===== src/rtl/sram_cyc_pkg.sv =====
// Shared types for the SRAM access cycle decoder.
package sram_cyc_pkg;
    typedef enum logic [1:0] {
        CYC_IDLE  = 2'd0,
        CYC_READ  = 2'd1,
        CYC_WRITE = 2'd2
    } cyc_kind_t;
endpackage


===== src/rtl/sram_lockout.sv =====
// Power-fail access lockout.
// Holds access off while the write-protect comparator reports a low supply.
// Releases only after HOLD_CYC consecutive good clock edges.
// Assumes vcc_lo_wp is already synchronous to clk. Reset leaves the block locked.
module sram_lockout #(
    parameter int HOLD_CYC = 1000
) (
    input  logic clk,
    input  logic rst_n,
    input  logic vcc_lo_wp,
    output logic locked
);
    localparam int CNT_W = $clog2(HOLD_CYC + 1);
    localparam logic [CNT_W-1:0] LAST_CNT = CNT_W'(HOLD_CYC - 1);

    logic             lock_q;
    logic [CNT_W-1:0] good_cnt;

    // Track good-supply edges; any low sample re-arms the lock and the count.
    always_ff @(posedge clk) begin
        if (!rst_n) begin
            lock_q   <= 1'b1;
            good_cnt <= '0;
        end else if (vcc_lo_wp) begin
            lock_q   <= 1'b1;
            good_cnt <= '0;
        end else if (lock_q) begin
            if (good_cnt == LAST_CNT) begin
                lock_q   <= 1'b0;
                good_cnt <= '0;
            end else begin
                good_cnt <= good_cnt + 1'b1;
            end
        end
    end

    // A low supply locks in the same cycle, with no wait for the register.
    always_comb locked = lock_q | vcc_lo_wp;

    AST_CNT_BOUND: assert property (@(posedge clk) disable iff (!rst_n)
        good_cnt <= LAST_CNT);
    AST_RELEASE_AFTER_GOOD: assert property (@(posedge clk) disable iff (!rst_n)
        $fell(lock_q) |-> $past(!vcc_lo_wp));
endmodule


===== src/rtl/sram_supply_sel.sv =====
// Backup-supply selection.
// 5 V rules follow the dedicated switch-over comparator.
// 3.3 V rules switch at whichever of the write-protect threshold and the battery voltage is lower.
// Assumes all comparator flags are synchronous, level-valid samples.
module sram_supply_sel (
    input  logic mode_3v3,
    input  logic wp_below_bat,
    input  logic vcc_lo_wp,
    input  logic vcc_lo_bat,
    input  logic vcc_lo_so,
    output logic on_battery
);
    // Select the comparator that governs switch-over in the chosen supply mode.
    always_comb begin
        if (!mode_3v3)
            on_battery = vcc_lo_so;
        else if (wp_below_bat)
            on_battery = vcc_lo_wp;
        else
            on_battery = vcc_lo_bat;
    end
endmodule


===== src/rtl/sram_cycle_fsm.sv =====
// Access cycle classifier.
// Turns the strobe samples into array controls and end-of-cycle pulses.
// Assumes the strobes are synchronous samples and that 'locked' comes from the lockout logic.
module sram_cycle_fsm
    import sram_cyc_pkg::*;
(
    input  logic clk,
    input  logic rst_n,
    input  logic ce_n,
    input  logic oe_n,
    input  logic we_n,
    input  logic locked,
    output logic dout_en,
    output logic wr_strobe,
    output logic rd_done,
    output logic wr_done
);
    cyc_kind_t kind_now;
    cyc_kind_t kind_q;

    // Classify this cycle; lockout forces it idle, which aborts any access.
    always_comb begin
        if (locked || ce_n)
            kind_now = CYC_IDLE;
        else if (!we_n)
            kind_now = CYC_WRITE;
        else
            kind_now = CYC_READ;
    end

    // Array controls follow the current classification without delay.
    always_comb begin
        wr_strobe = (kind_now == CYC_WRITE);
        dout_en   = (kind_now == CYC_READ) && !oe_n;
    end

    // Remember the last cycle kind and pulse when an unlocked access ends.
    always_ff @(posedge clk) begin
        if (!rst_n) begin
            kind_q  <= CYC_IDLE;
            rd_done <= 1'b0;
            wr_done <= 1'b0;
        end else begin
            kind_q  <= kind_now;
            rd_done <= !locked && (kind_q == CYC_READ)  && (kind_now != CYC_READ);
            wr_done <= !locked && (kind_q == CYC_WRITE) && (kind_now != CYC_WRITE);
        end
    end

    AST_RD_PULSE_SINGLE: assert property (@(posedge clk) disable iff (!rst_n)
        rd_done |=> !rd_done);
    AST_WR_PULSE_SINGLE: assert property (@(posedge clk) disable iff (!rst_n)
        wr_done |=> !wr_done);
    AST_WR_DONE_HAD_STROBE: assert property (@(posedge clk) disable iff (!rst_n)
        wr_done |-> $past(wr_strobe, 2));
endmodule


===== src/rtl/sram_cycle_ctrl.sv =====
// SRAM access cycle decoder with power-fail lockout (top).
// Combines the cycle classifier, the lockout timer and the supply selector.
// Assumes every input is already synchronous to clk.
module sram_cycle_ctrl #(
    parameter int LOCK_HOLD = 1000
) (
    input  logic clk,
    input  logic rst_n,
    input  logic ce_n,
    input  logic oe_n,
    input  logic we_n,
    input  logic vcc_lo_wp,
    input  logic vcc_lo_bat,
    input  logic vcc_lo_so,
    input  logic mode_3v3,
    input  logic wp_below_bat,
    output logic dout_en,
    output logic wr_strobe,
    output logic locked,
    output logic on_battery,
    output logic rd_done,
    output logic wr_done
);
    sram_lockout #(.HOLD_CYC(LOCK_HOLD)) u_lock (
        .clk       (clk),
        .rst_n     (rst_n),
        .vcc_lo_wp (vcc_lo_wp),
        .locked    (locked)
    );

    sram_cycle_fsm u_cyc (
        .clk       (clk),
        .rst_n     (rst_n),
        .ce_n      (ce_n),
        .oe_n      (oe_n),
        .we_n      (we_n),
        .locked    (locked),
        .dout_en   (dout_en),
        .wr_strobe (wr_strobe),
        .rd_done   (rd_done),
        .wr_done   (wr_done)
    );

    sram_supply_sel u_sup (
        .mode_3v3     (mode_3v3),
        .wp_below_bat (wp_below_bat),
        .vcc_lo_wp    (vcc_lo_wp),
        .vcc_lo_bat   (vcc_lo_bat),
        .vcc_lo_so    (vcc_lo_so),
        .on_battery   (on_battery)
    );

    AST_LOCK_BLOCKS_WRITE: assert property (@(posedge clk) disable iff (!rst_n)
        locked |-> !wr_strobe);
    AST_LOCK_BLOCKS_READ: assert property (@(posedge clk) disable iff (!rst_n)
        locked |-> !dout_en);
    AST_WE_RELEASES_BUS: assert property (@(posedge clk) disable iff (!rst_n)
        !we_n |-> !dout_en);
    AST_NO_DONE_AFTER_LOCK: assert property (@(posedge clk) disable iff (!rst_n)
        locked |=> !(rd_done || wr_done));
    AST_PULSES_EXCLUSIVE: assert property (@(posedge clk) disable iff (!rst_n)
        $onehot0({rd_done, wr_done}));
endmodule


===== config.mk =====
export PLATFORM = sky130hd
export DESIGN_NAME = sram_cycle_ctrl
export DESIGN_NICKNAME = d
export VERILOG_FILES = /design/src/rtl/sram_cyc_pkg.sv /design/src/rtl/sram_lockout.sv /design/src/rtl/sram_supply_sel.sv /design/src/rtl/sram_cycle_fsm.sv /design/src/rtl/sram_cycle_ctrl.sv
export SDC_FILE = /design/constraint.sdc
export NUM_CORES = 1
export LEC_CHECK = 0
export ABC_AREA = 1
export BUFFER_PORTS_ARGS = -buffer_cell sky130_fd_sc_hd__buf_2
export CAP_MARGIN = 20
export CORE_AREA = 5 5 50 52
export CTS_CLUSTER_DIAMETER = 120
export DETAILED_ROUTE_END_ITERATION = 6
export DIE_AREA = 0 0 55 57
export GPL_TIMING_DRIVEN = 0
export PLACE_DENSITY = 0.64
export SLEW_MARGIN = 30
export SYNTH_ARGS = -nofsm -noshare
export SYNTH_HDL_FRONTEND = slang
export SYNTH_SLANG_ARGS = --single-unit

===== constraint.sdc =====
create_clock -name clk -period 1.6 [get_ports clk]
set_input_delay 0 -clock clk [delete_from_list [all_inputs] [get_ports clk]]
set_output_delay 0 -clock clk [all_outputs]
set_load 0.01 [all_outputs]

Word level (Yosys, flattened, before mapping):

Index checks and enable logic that the tools add are counted.
Widths: inputs -> output; s select.

* reductions and logical operators: 9
* muxes and demuxes: 7
* $add $sub $neg: 1
* equality and inequality tests: 7
* bitwise gates (word level): 2

Operators with widths (count)
* $add 10x1->10 const B: 1
* $eq 10x10->1 const B: 1
* $mux 10: 1
* $logic_and 1x1->1: 5
* $eq 2x1->1 const B: 2
* $eq 2x2->1 const B: 2
* $mux 1: 4
* $mux 2: 2
* $logic_not 1->1: 2
* $ne 2x1->1 const B: 1
* $ne 2x2->1 const B: 1
* $reduce_or 2->1: 1
* $logic_or 1x1->1: 1
* $not 1->1: 1
* $or 1x1->1: 1

* input port bits: 10
* output and inout bits: 6
* register bits: 15
* word-level logic and storage cells: 31

Longest topological paths before layout:

Gate-level depths: netlist of run 1.

* word-level depth: 5
* depth in mapped cells: 9

Hierarchy:

From an unflattened synthesis of run 1, not the netlist that was laid out.

* cells, all modules: 123
* area, all modules: 843.3 sq um

Modules (own cells, without submodules)
* sram_lockout: instances 1, sequential area each 220.2 sq um, area each 645.6 sq um, cells each 90
* sram_cycle_fsm: instances 1, sequential area each 80.1 sq um, area each 162.7 sq um, cells each 24
* sram_supply_sel: instances 1, sequential area each 0.0 sq um, area each 35.0 sq um, cells each 9

Worst setup path before layout of run 1:

OpenSTA, ideal clock, no wires.

* path kind: register to register
* from: register u_lock.good_cnt[0]
* to: register u_lock.good_cnt[6]
* buffers on the path: 0
* data required time: 1478 ps
* arrival time: 1139 ps
* setup time: 122 ps
* setup slack: 339 ps
* cell stages (with the launch flop): 9
* cell sequence: dfxtp_1 > ha_1 > nand2_1 > inv_2 > nand3_1 > nor2_2 > nor2_8 > o21ai_0 > a21oi_1

* word-level cells in the longest chain between the ends: 2

Ends and longest elaborated chain
* start: declaration: line sram_lockout.sv:17 `logic [CNT_W-1:0] good_cnt;`
* start signal: assignment: line sram_lockout.sv:32 `good_cnt <= good_cnt + 1'b1;`
* $add 10x1->10 / $eq 10x10->1 (equally long branches): line sram_lockout.sv:32, sram_lockout.sv:28
* $mux 10 *: line sram_lockout.sv:28 `if (good_cnt == LAST_CNT) begin`

Mark *: on every way between the ends. The rest lies on a longest branch, timed or not.
A chain may end at the register's enable or synchronous reset.

Worst setup path after layout of run 1:

Same ends and word-level chain as after synthesis.

==> results of run 1 <==
stage by stage:
step           hold slack (ns)  worst slack (ns)  instances  utilization [%]
4_1_cts                 0.0109             0.146        165             45.6
6_report                0.0181             0.161        165             45.6
3_3_place_gp             0.201             0.199        158             42.8
3_5_place_dp             0.206             0.166        158             42.8
5_1_grt                 0.0228            0.0160        165             45.6
2_1_floorplan           0.0475             0.339        115                -
state kept, by name, indices dropped and copies added (netlist names):
| register | flops |
|---|---|
| u_cyc.kind_q | 2 |
| u_lock.good_cnt | 10 |
| u_cyc.wr_done | 1 |
| u_lock.lock_q | 1 |
| u_cyc.rd_done | 1 |
worst max-delay path by stage:
stage | to | cells past startpoint | startpoint
6_report | u_lock.good_cnt[6]$_SDFFE_PP0P_ | 8 | u_lock.good_cnt[0]$_SDFFE_PP0P_
5_1_grt | u_cyc.kind_q[1]$_SDFF_PN0_ | 4 | u_lock.lock_q$_SDFF_PP1_
4_1_cts | u_lock.good_cnt[6]$_SDFFE_PP0P_ | 8 | u_lock.good_cnt[0]$_SDFFE_PP0P_
3_5_place_dp | u_lock.good_cnt[6]$_SDFFE_PP0P_ | 8 | u_lock.good_cnt[0]$_SDFFE_PP0P_
3_3_place_gp | u_lock.good_cnt[6]$_SDFFE_PP0P_ | 8 | u_lock.good_cnt[0]$_SDFFE_PP0P_
2_1_floorplan | u_lock.good_cnt[6]$_SDFFE_PP0P_ | 8 | u_lock.good_cnt[0]$_SDFFE_PP0P_
power by group through the flow:
stage | clock network, W | registers, W | logic, W
6_report | 0.000213 | 0.000379 | 0.0000362
5_1_grt | 0.000248 | 0.000379 | 0.0000414
4_1_cts | 0.000228 | 0.000378 | 0.0000365
3_5_place_dp | 0 | 0.000387 | 0.0000327
3_3_place_gp | 0 | 0.000387 | 0.0000314
2_1_floorplan | 0 | 0.000386 | 0.0000137
worst max-delay path, cell delays in order, from the launching register on:
cell                      delay (ns)
sky130_fd_sc_hd__dfxtp_1        0.44
sky130_fd_sc_hd__ha_1           0.20
sky130_fd_sc_hd__nand2_1        0.11
sky130_fd_sc_hd__inv_2          0.07
sky130_fd_sc_hd__nand3_1        0.08
sky130_fd_sc_hd__nor2_2         0.20
sky130_fd_sc_hd__nor2_8         0.08
sky130_fd_sc_hd__o21ai_0        0.08
sky130_fd_sc_hd__a21oi_1        0.08
final cells by class:
class / instances / share of cell area [%]
inverters: 15 / 5.98
flip-flops and latches: 15 / 31.9
clock inverters: 1 / 0.532
well taps: 28 / 3.72
clock buffers: 3 / 2.39
multi-input cells: 83 / 43.2
plain buffers: 2 / 1.06
repair buffers: 18 / 11.2
routing by layer:
layer | vias up | global-route usage (%)
met4 | 0 | 5.21
met1 | 349 | 17.3
met5 | - | 0
met2 | 12 | 23.1
li1 | 415 | -
met3 | 2 | 3.39
kinds of logic (layout without fill, tap and decap cells):
group                    after synthesis  in the layout
AO/OA/AOI/OAI                         18             18
adder cells (fa/ha/maj)                1              1
buffers and inverters                 17             39
flip-flops                            15             15
AND/OR/NAND/NOR                       64             64
layout by cell type (no fill, tap or decap):
cell type,synthesis,layout
sky130_fd_sc_hd__nand4_1,3,3
sky130_fd_sc_hd__ha_1,1,1
sky130_fd_sc_hd__inv_1,13,13
sky130_fd_sc_hd__inv_2,2,2
sky130_fd_sc_hd__nor2_8,1,1
sky130_fd_sc_hd__nand3_1,10,10
sky130_fd_sc_hd__a21oi_2,1,1
sky130_fd_sc_hd__o21ai_0,5,5
sky130_fd_sc_hd__nand3b_1,1,1
sky130_fd_sc_hd__nand2_1,30,30
sky130_fd_sc_hd__clkinv_2,0,1
sky130_fd_sc_hd__a21oi_1,10,10
sky130_fd_sc_hd__nor2_1,13,13
sky130_fd_sc_hd__nor4_1,2,2
sky130_fd_sc_hd__clkbuf_4,0,3
sky130_fd_sc_hd__dfxtp_1,15,15
sky130_fd_sc_hd__nor2_2,2,2
sky130_fd_sc_hd__nor3b_1,1,1
sky130_fd_sc_hd__nor3_1,1,1
sky130_fd_sc_hd__buf_2,2,17
sky130_fd_sc_hd__a21o_1,2,2
sky130_fd_sc_hd__dlygate4sd3_1,0,3
timing repair:
item,CTS,global route
endpoints found under the hold margin,4,0
setup endpoints to repair,0,0
hold buffers,3,0
synthesized netlist by cell type (all sizes together):
cell type and number:
a21o 2, o21ai 5, nand2 30, nand3b 1, nor3 1, nor2 16
buf 2, nor3b 1, ha 1, nand4 3, nand3 10, a21oi 11
inv 15, nor4 2, dfxtp 15
==> results.txt, run 1 <==
Buffers placed on the I/O ports in this run total 15. The post-synthesis cell count came out at between 100 and 150. The share of the yosys chip area belonging to registers is 38.8%.

Setup repair after global routing left no endpoint under its margin. The synthesized area came out at between 700 and 800 um^2. The number of nets handed over by synthesis was approximately 130. For this run the aggregate overflow at the end of global routing stands at 0. The cell area after placement came out at around 880 um^2.

The total of endpoints with negative setup slack in the final report came out at 0. VDD sags by at most 485 uV. The count of clock tree sinks came out at 15. The total length of routed met3 wires came out at roughly 56 um.

The amount of wire on met2 after detailed routing came out at between 800 and 900 um. Summed over all instances, the cell type with the most area after synthesis is sky130_fd_sc_hd__dfxtp_1. Of all nets on the critical path, the largest fanout is 9.

Once the floorplan was initialized, standard cells occupied a little under two fifths of the core. The H-tree depth is 1. The total routed wirelength is 1710 um. The final instance area is 941 um^2. The largest net degree at the start of global routing is 11.

The number of hold violations in the final report came out at 0. The share of total power dissipated in combinational logic is under 10%. The core area is roughly 2100 um^2.

The number of iterations in the first detailed-routing pass is 4. The post-synthesis adder-cell area fraction is 1.62%. After synthesis, the mean cell area works out to a little under 7 um^2. The top cell type by area accounts for around two fifths of the synthesized area. For flop-to-flop paths, the worst setup slack is around 0.16 ns. The number of buffers created by CTS came out at 3. In this run the top signal layer used is met4. The average wire length per cell after detail routing is between 10 and 15 um. The largest buffer count on any clock path came out at 2. The worst hold path terminates at u_cyc.rd_done$_SDFF_PN0_. The routability-driven placement congestion ratio is between 0.8 and 0.9. The power share of the sequential group came out at about three fifths.

The xor and xnor fraction of the mapped netlist area is 0%. The fraction of power spent switching nets is 22.6%. The worst path uses 89.9% of the clock period. The power per cell area is between 600 and 700 nW/um^2.

The register bit count reported by yosys is 15. Summed over all nets, the switching power comes to roughly 0.00014 W. After synthesis, the largest family of logic cells by area is simple AND/OR/NAND/NOR gates. The number of antenna violations at the first check in global routing came to 0. The number of max-cap violations came out at 0.

The count of routing violations after the opening detailed-route iteration is 7. The first global-routing pass estimated 3310 um of wire. The number of DRC violations after detailed routing is 0. The number of warnings printed during yosys synthesis is 0. The overall die width is between 50 and 60 um. The depth of the worst register-to-register path came out at 8. The number of nets with antenna violations after detailed routing came out at 0. The max-slew violation total from the final report was 0. In this run the critical register-to-register path is captured at u_lock.good_cnt[6]$_SDFFE_PP0P_. The quantity of gates resized following cts is 0.

The footprint of the multi-input gates came out at between 400 and 500 um^2. The clock latency of the later-clocked register in the worst-skew pair is ~0.28 ns. The total internal power came out at around 0.00049 W. The leakage dissipation came out at roughly 0.43 nW. The filler cell count came out at ~230. The flow ran to the end, and the final reports show no timing, DRC or antenna violations.

Sorting the synthesized cells by area gives the leading types as sky130_fd_sc_hd__dfxtp_1 39%, sky130_fd_sc_hd__nand2_1 15%, sky130_fd_sc_hd__a21oi_1 6.5%. The fraction of layout cells with a size suffix above 1 is between 10% and 20%. The setup TNS came out at 0 ns. The via count of the first global-routing pass was about 800.

Headroom to the max-slew limit came out at 77.4%. The via density per instance is roughly 4.7. The setup path with the least slack is of type flip-flop to flip-flop.

The synthesis-to-finish area growth is 21.7%. Summing the areas of all compound-gate instances in the mapped netlist gives about an eighth of the synthesized area. The required time at the endpoint of the critical path came out at ~1.8 ns. In this run the core area contains 17 standard-cell rows.

The register area is about 300 um^2. The synthesized netlist contains 19 unique library cells. Pin placement for this block handled 16 I/O pins.

The total routing usage reported by global routing is 14.0%. TritonCTS built the clock tree. The tightest min-delay check is of the input pin to flip-flop type. The maximum achievable frequency is between 600 and 700 MHz. In this run the critical register-to-register path is launched from u_lock.good_cnt[0]$_SDFFE_PP0P_.

The met1 routed wirelength after detailed routing came out at around 750 um. The via count came out at roughly 780. The transition at the pin with the smallest max-transition slack came out at ~0.34 ns.

The relative contribution of the clock network to total power came out at ~34%. The wire-length estimate of the detail-placed layout is between 1000 and 1500 um. Subtracting the final worst setup slack from the clock period gives approximately 1.4 ns. The data arrival time of the critical path is 1.61 ns.

The worst setup path is captured at a flip-flop. The number of nets at the end of the flow came out at between 100 and 150. The antenna cell count came out at 0. The die is 57 um tall.

The multiplexer area fraction after synthesis is 0%. The type of element launching the critical path is a flip-flop. The startpoint identified for the worst hold timing path is vcc_lo_wp. Across the routed clock network, the largest skew measured is around 0.0049 ns. The clock-pin slew on the worst setup and hold paths came out at ~0.090 ns.

The completed layout was analyzed and its total power is 0.000627 W. The synthesized netlist devotes 38.2% of its cell area to simple gates. The number of setup buffers added after CTS is 0. The area enclosed by the die boundary came out at around 3100 um^2.

The worst hold path passes through 4 cells. Clock tree synthesis selected as its root buffer the cell sky130_fd_sc_hd__clkbuf_4.
(Power assumes the default switching activity.)
==> run 2, diff against run 1 <==
--- a/config.mk
+++ b/config.mk
@@ -13,6 +13,7 @@
 export DETAILED_ROUTE_END_ITERATION = 6
 export DIE_AREA = 0 0 55 57
 export GPL_TIMING_DRIVEN = 0
+export HOLD_SLACK_MARGIN = 0.08
 export PLACE_DENSITY = 0.64
 export SLEW_MARGIN = 30
 export SYNTH_ARGS = -nofsm -noshare
==> run 2 against run 1 <==
Total power up 0.61%. Final area rose by 2.8%. Critical endpoint unchanged. Largest power group unchanged. Largest cell class unchanged. Count of clock-buffer cells in the layout did not move. Global-route usage is 0.31 points higher. Clock power about the same. Highest routed layer unchanged.
==> results.txt, run 2 (synthesis results as in run 1) <==
In this run the worst hold path is classified as input pin to primary output. u_lock.good_cnt holds more flip-flops than any other register. The number of iterations in the first detailed-routing pass came out at 4 (unchanged). The largest buffer count on any clock path came out at 2 (unchanged). The flip-flop count of the largest register, all copies and words added came out at 10 (unchanged). TritonCTS built the clock tree.

The antenna cell count was 0 (unchanged). In the layout the commonest cells are 30 x sky130_fd_sc_hd__nand2_1, 17 x sky130_fd_sc_hd__buf_2, 15 x sky130_fd_sc_hd__dfxtp_1. The global-route wire length before repair is 3390 um (+2.3%). The setup TNS is 0 ns (unchanged). The clock-pin slew on the worst setup and hold paths is 0.09 ns (about the same).

Compared with the post-synthesis result, the final layout area differs by 25.1%. The worst min-delay path startpoint is oe_n. The number of buffers created by CTS came out at 3 (unchanged). The overall die width is 55 um (unchanged). The utilization after layout is 46.9% (+1.3 points). The maximum achievable frequency is 695 MHz (about the same). The via count is 798 (+2.6%). The maximum ir drop on the vdd rail is 484 uV (-0.26%). The core area was 2060 um^2 (unchanged). The fraction of layout cells with a size suffix above 1 came out at 20.1% (+0.44 points). The initial core utilization is 37.5% (unchanged).

The leakage dissipation came out at 0.439 nW (+2.0%). The via density per instance is 4.78 (+1.3%). Setup repair after global routing left no endpoint under its margin. The number of DRC violations after detailed routing came to 0 (unchanged). The number of nets with antenna violations after detailed routing came out at 0 (unchanged). The worst setup path startpoint is u_lock.good_cnt[0]$_SDFFE_PP0P_. The final critical path time including I/O delays and setup is 1.44 ns (-0.00132 ns). The total of endpoints with negative setup slack in the final report came out at 0 (unchanged).

The worst hold slack across all endpoints is 0.234 ns (+0.216 ns). The detailed-placement wirelength estimate came to 1290 um (unchanged). The number of max-cap violations is 0 (unchanged). The library cell used as clock root buffer is sky130_fd_sc_hd__clkbuf_4. The total routing usage reported by global routing is 14.4% (+0.31 points). The power per cell area is 653 nW/um^2 (-2.1%). The total design power came out at 0.000631 W (+0.61%). The largest registers in the layout are u_lock.good_cnt: 10 flops, u_cyc.kind_q: 2 flops. The die height is 57 um (unchanged). The top-level I/O count came out at 16 (unchanged). The count of clock tree sinks is 15 (unchanged). The number of antenna violations at the first check in global routing is 0 (unchanged).

The max-slew headroom at the worst pin is 77.4% (about the same). The largest net degree at the start of global routing came out at 11 (unchanged). The clock latency of the later-clocked register in the worst-skew pair is 0.28 ns (about the same). The number of input and output port buffers inserted was 15 (unchanged). The required time at the endpoint of the critical path came to 1.77 ns (about the same). The row count was 17 (unchanged).

The critical path endpoint category is a flip-flop. The worst slack at placement came out at 0.166 ns (unchanged). The share of the clock period used by the worst path after layout is 89.9% (about the same). The routability-driven placement congestion ratio came out at 0.808 (unchanged).

The post-CTS setup buffer count came out at 0 (unchanged). In this run the critical register-to-register path is launched from u_lock.good_cnt[0]$_SDFFE_PP0P_. The average wire length per cell after detail routing came to 10.5 um (+0.94%). The residual overflow from global routing is 0 (unchanged).

The clock skew after layout came out at 0.00406 ns (-0.000892 ns). The via count of the first global-routing pass is 832 (+3.4%). The library cell used most frequently in the layout, excluding fill and tap cells, is sky130_fd_sc_hd__nand2_1. The filler cell count came out at 229 (+0.44%). The area enclosed by the die boundary was 3140 um^2 (unchanged). The data arrival time of the critical path is 1.61 ns (about the same).

The number of hold violations in the final report is 0 (unchanged). The worst setup path is of the flip-flop to flip-flop kind. The H-tree depth was 1 (unchanged). The number of nets at the end of the flow is 151 (+1.3%). The transition at the pin with the smallest max-transition slack is 0.338 ns (-0.00000644 ns). The run finished with clean final reports.

The total routed wirelength is 1750 um (+2.2%). The top fanout value on the critical path came out at 9 (unchanged). STA classifies the critical path startpoint as a flip-flop. The max-slew violation total from the final report came out at 0 (unchanged).

The final worst setup slack came out at 0.162 ns (+0.00132 ns). The count of routing violations after the opening detailed-route iteration is 13 (+6).
==> run 2: changes by cell type in the layout (fill, tap and decap cells not counted), sizes merged <==
cell | before | now
dlygate4sd3 | 3 | 5
==> run 2: what timing repair did <==
action | 4_1_cts | 5_1_grt
gates resized for setup | 0 | 1
hold endpoints to repair | 6 | 0
hold buffers | 5 | 0
endpoints found under the setup margin | 0 | 1
==> run 2: path summary, 6_finish.rpt <==
path                                endpoint  depth (start not counted)  slack [ns]
min reg2reg         u_cyc.wr_done$_SDFF_PN0_                          1        0.43
min                                  dout_en                          3        0.23
max          u_lock.good_cnt[6]$_SDFFE_PP0P_                          8        0.16
max reg2reg  u_lock.good_cnt[6]$_SDFFE_PP0P_                          8        0.16
==> run 2: where the power goes <==
group	internal (W)	switching [W]	leakage [nW]
clock	0.0000926	0.000119	0.0177
combinational	0.0000205	0.0000202	0.300
sequential	0.000375	0.00000307	0.121
total	0.000489	0.000143	0.439
==> run 2: final cells by class <==
class	instances	area, um^2	area share (%)
buffer	2	10.0	1.03
clock buffer	3	22.5	2.33
clock inverter	1	5.00	0.517
inverter	15	56.3	5.82
multi-input combinational	83	413	42.7
sequential	15	300	31.0
tap	28	35.0	3.62
timing repair buffer	20	125	12.9
==> run 2: critical path, stage by stage (launching register included) <==
cell and delay (ns):
sky130_fd_sc_hd__dfxtp_1 0.44, sky130_fd_sc_hd__ha_1 0.20, sky130_fd_sc_hd__nand2_1 0.11, sky130_fd_sc_hd__inv_2 0.07
sky130_fd_sc_hd__nand3_1 0.08, sky130_fd_sc_hd__nor2_2 0.20, sky130_fd_sc_hd__nor2_8 0.08, sky130_fd_sc_hd__o21ai_0 0.08
sky130_fd_sc_hd__a21oi_1 0.08
==> run 2: metrics by stage <==
stage / cell area (um^2) / std cells
after floorplan: 773 / 115
final: 967 / 167
after global routing: 967 / 167
after global placement: 883 / 158
after detailed placement: 883 / 158
after CTS: 961 / 167
==> run 2: metal layers <==
| layer | wire (um) | share of wire, % | global-route usage, % | vias up |
|---|---|---|---|---|
| met4 | 42 | 2.4 | 6.60 | 0 |
| met3 | 52 | 3.0 | 3.66 | 4 |
| met1 | 762 | 44 | 17.6 | 359 |
| li1 | - | - | - | 421 |
| met5 | 0 | 0 | 0 | - |
| met2 | 889 | 51 | 23.0 | 14 |
==> run 3, diff against run 2 <==
--- a/config.mk
+++ b/config.mk
@@ -8,14 +8,15 @@
 export ABC_AREA = 1
 export BUFFER_PORTS_ARGS = -buffer_cell sky130_fd_sc_hd__buf_2
 export CAP_MARGIN = 20
-export CORE_AREA = 5 5 50 52
+export CORE_AREA = 5 5 52 54
 export CTS_CLUSTER_DIAMETER = 120
 export DETAILED_ROUTE_END_ITERATION = 6
-export DIE_AREA = 0 0 55 57
+export DIE_AREA = 0 0 57 59
 export GPL_TIMING_DRIVEN = 0
 export HOLD_SLACK_MARGIN = 0.08
 export PLACE_DENSITY = 0.64
 export SLEW_MARGIN = 30
 export SYNTH_ARGS = -nofsm -noshare
 export SYNTH_HDL_FRONTEND = slang
+export SYNTH_HIERARCHICAL = 1
 export SYNTH_SLANG_ARGS = --single-unit
==> run 3 against run 2 <==
Global-route usage fell by 2.5 points. Register-to-register slack barely moved. Critical path depth is 2 lower. Sequential share of layout area down 2.5 points. Non-clock buffer count rose by 1. Fmax increased by 0.42%. Worst hold slack worse by 0.13 ns. Clock skew barely moved. Routed wire length up 0.97%. Total power fell by 0.17%. Sequential cell count is the same. Count of clock-buffer cells in the layout up 1.
==> results.txt, run 3 <==
The filler cell count is 233 (+1.7%). The critical-path cell with the highest stage delay is sky130_fd_sc_hd__dlygate4sd3_1. CTS placed an instance of sky130_fd_sc_hd__clkbuf_4 at the clock tree root. The share of the clock period used by the worst path after layout is 89.5% (-0.38 points). The critical path is of the flip-flop to flip-flop type. The final non-filler cell total came out at 178 (+6.6%).

The die height came out at 59 um (+3.5%). The fraction of layout cells with a size suffix above 1 is 32.0% (+12 points). The routability-driven placement congestion ratio came out at 0.813 (+0.57%). The via count came out at 806 (+1.0%). The final critical path time including I/O delays and setup came to 1.43 ns (-0.00600 ns). The share of the yosys chip area belonging to registers is 35.6% (-3.2 points). The via count of the first global-routing pass is 714 (-14%). The register bit count reported by yosys came out at 15 (unchanged). The top fanout value on the critical path came out at 7 (-2).

The distinct cell type count of the synthesized netlist is 22 (+3). The maximum achievable frequency came to 698 MHz (+0.42%). Walking the worst path, the cells encountered are inv_4, nand2_1, inv_1, nand2_2, nor3_2, dlygate4sd3_1.

The H-tree depth came to 1 (unchanged). The required time at the endpoint of the critical path came to 1.82 ns (+0.05 ns). Summed over all instances, the cell type with the most area after synthesis is sky130_fd_sc_hd__dfxtp_1. The core area is 2170 um^2 (+5.2%). The number of nets with antenna violations after detailed routing is 0 (unchanged). The row count is 17 (unchanged). The power per cell area came to 595 nW/um^2 (-8.9%). The synthesis-to-finish area growth is 25.7%.

The number of antenna violations at the first check in global routing came to 0 (unchanged). By area the synthesized netlist is led by sky130_fd_sc_hd__dfxtp_1 36%, sky130_fd_sc_hd__nand2_1 15%, sky130_fd_sc_hd__inv_1 8.0%. Setup repair after global routing left no endpoint under its margin.

The number of iterations in the first detailed-routing pass came to 4 (unchanged). The number of synthesized flops with an enable pin came out at 0 (unchanged). The post-synthesis average cell area is 6.86 um^2 (+2.0%).

The number of warnings printed during yosys synthesis came out at 6 (+6). The largest registers in the layout are u_lock/good_cnt: 10 flops, u_cyc/kind_q: 2 flops. sky130_fd_sc_hd__nand2_1 is the most common cell in the netlist. Leaving out fill and tap cells, the most frequent cell in the layout is sky130_fd_sc_hd__nand2_1. The number of buffers created by CTS came out at 3 (unchanged). The maximum ir drop on the vdd rail came to 413 uV (-15%). The antenna cell count came to 0 (unchanged).

The count of routing violations after the opening detailed-route iteration is 17 (+4). The via density per instance came out at 4.53 (-5.2%). The number of DRC violations after detailed routing came out at 0 (unchanged).

The worst hold slack across all endpoints is 0.0992 ns (-0.135 ns). The total length of routed met3 wires came out at 57 um (+9.6%). The register area was 303 um^2 (+0.83%). The largest net degree at the start of global routing came to 11 (unchanged). The clock skew after layout came out at 0.00434 ns (+0.000283 ns). The overall die width is 57 um (+3.6%). The path category of the worst min-delay check is input pin to flip-flop. The residual overflow from global routing came out at 0 (unchanged). The detailed-placement wirelength estimate is 1300 um (+0.65%). The flow ran to the end, and the final reports show no timing, DRC or antenna violations. The largest buffer count on any clock path came out at 2 (unchanged). The critical path endpoint category is a flip-flop. The number of buffer and inverter stages on the critical path is 3 (+2). The clock latency of the later-clocked register in the worst-skew pair came to 0.28 ns (about the same).

The data arrival time of the critical path is 1.65 ns (+0.04 ns). STA classifies the critical path startpoint as a flip-flop. The total of endpoints with negative setup slack in the final report is 0 (unchanged). The number of nets at the end of the flow came out at 162 (+7.3%).

The setup TNS was 0 ns (unchanged). The max-slew violation total from the final report is 0 (unchanged). The total routing usage reported by global routing came to 11.9% (-2.5 points). The total design power is 0.000630 W (-0.17%). The CTS tree is built. The number of input and output port buffers inserted came out at 15 (unchanged). The maximum single-stage delay on the critical path came out at 0.57 ns (+0.13 ns). The post-synthesis cell count is 123 (+7.0%). The final instance area is 1060 um^2 (+9.6%).

The count of clock tree sinks came to 15 (unchanged). The highest routed metal layer is met4. The number of max-cap violations is 0 (unchanged).

The leakage dissipation came out at 0.486 nW (+11%). The net count after synthesis is 134 (+6.3%). The top-level I/O count was 16 (unchanged). In this design, the largest share of critical-path delay is due to buffers and inverters. The area enclosed by the die boundary came out at 3360 um^2 (+7.3%).

In the layout the commonest cells are 33 x sky130_fd_sc_hd__nand2_1, 18 x sky130_fd_sc_hd__inv_1, 15 x sky130_fd_sc_hd__buf_2. The share of the synthesized area in the top cell type came out at 35.6% (-3.2 points). The flip-flop count of the largest register, all copies and words added was 10 (unchanged). The max-slew headroom at the worst pin is 77.8% (+0.36 points). The main flop type after synthesis is sky130_fd_sc_hd__dfxtp_1. The total routed wirelength was 1760 um (+0.97%). The register with the most flip-flops in the final layout is u_lock/good_cnt. The average wire length per cell after detail routing came out at 9.90 um (-5.3%). The cell area after placement is 953 um^2 (+7.9%). The number of hold violations in the final report is 0 (unchanged).

The global-route wire length before repair was 3070 um (-9.4%). The transition at the pin with the smallest max-transition slack is 0.333 ns (-0.00488 ns). The clock-pin slew on the worst setup and hold paths is 0.09 ns (about the same).

The initial core utilization is 38.9% (+1.4 points). The met1 routed wirelength after detailed routing is 836 um (+9.7%). The proportion of synthesized flip-flops having asynchronous set or reset was 0% (unchanged). The amount of wire on met2 after detailed routing came out at 840 um (-5.5%). The synthesized area came out at 843 um^2 (+9.1%).

The footprint of the multi-input gates came out at 469 um^2 (+14%). The placed cell count was 166 (+5.1%). Counting instances in the post-synthesis netlist gives the leading cell types as 33 x sky130_fd_sc_hd__nand2_1, 18 x sky130_fd_sc_hd__inv_1, 15 x sky130_fd_sc_hd__dfxtp_1, 11 x sky130_fd_sc_hd__nor2_1, 7 x sky130_fd_sc_hd__a21oi_1.
## run 3: metal layers
metal | up-vias | GRT usage (%)
met5 | - | 0
li1 | 442 | -
met3 | 2 | 2.18
met1 | 344 | 14.1
met4 | 0 | 7.95
met2 | 18 | 19.6
## run 3: metrics by stage
stage | utilization [%] | setup WS [ns]
6_report | 48.8 | 0.168
5_1_grt | 48.8 | 0.0414
4_1_cts | 47.0 | 0.0251
3_5_place_dp | 43.9 | 0.160
3_3_place_gp | 43.9 | 0.159
2_1_floorplan | - | 0.350
## run 3: final timing paths
check	from	to	slack (ns)	cells past startpoint
setup / recovery	u_lock/lock_q$_SDFF_PP1_	u_cyc/kind_q[1]$_SDFF_PN0_	0.17	6
hold / removal	ce_n	u_cyc/wr_done$_SDFF_PN0_	0.1	5
setup reg to reg	u_lock/lock_q$_SDFF_PP1_	u_cyc/kind_q[1]$_SDFF_PN0_	0.17	6
hold reg to reg	u_lock/good_cnt[2]$_SDFFE_PP0P_	u_lock/good_cnt[2]$_SDFFE_PP0P_	0.51	2
## run 3: worst min-delay path, cell delays in order
cell and delay (ns):
sky130_fd_sc_hd__buf_2 0.07, sky130_fd_sc_hd__inv_1 0.04, sky130_fd_sc_hd__nand2_2 0.10, sky130_fd_sc_hd__nor2_2 0.04, sky130_fd_sc_hd__nor2_1 0.08
## run 3: timing repair
| action | in CTS | in global routing |
|---|---|---|
| hold buffers | 4 | 0 |
| endpoints found under the setup margin | 0 | 3 |
| buffers inserted | 0 | 4 |
| endpoints found under the hold margin | 4 | 0 |
| gates resized for setup | 0 | 4 |
## run 3: kinds of logic after synthesis
logic type               Yosys count  share of synthesized area [%]
AO/OA/AOI/OAI                     20                           16.6
adder cells (fa/ha/maj)            1                           1.48
buffers and inverters             21                           9.35
flip-flops                        15                           35.6
AND/OR/NAND/NOR                   66                           36.9
## run 3: final cells by class
type	count	share of cell area [%]
inverter	21	7.67
timing repair buffer	23	13.7
multi-input combinational	87	44.3
clock buffer	4	2.48
tap	28	3.31
sequential	15	28.6
## run 3: where the power goes
| group | switching [W] | internal, W | leakage [nW] |
|---|---|---|---|
| clock network | 0.000114 | 0.0000966 | 0.0150 |
| registers | 0.00000419 | 0.000376 | 0.121 |
| logic | 0.0000205 | 0.0000192 | 0.350 |
| total | 0.000139 | 0.000492 | 0.486 |
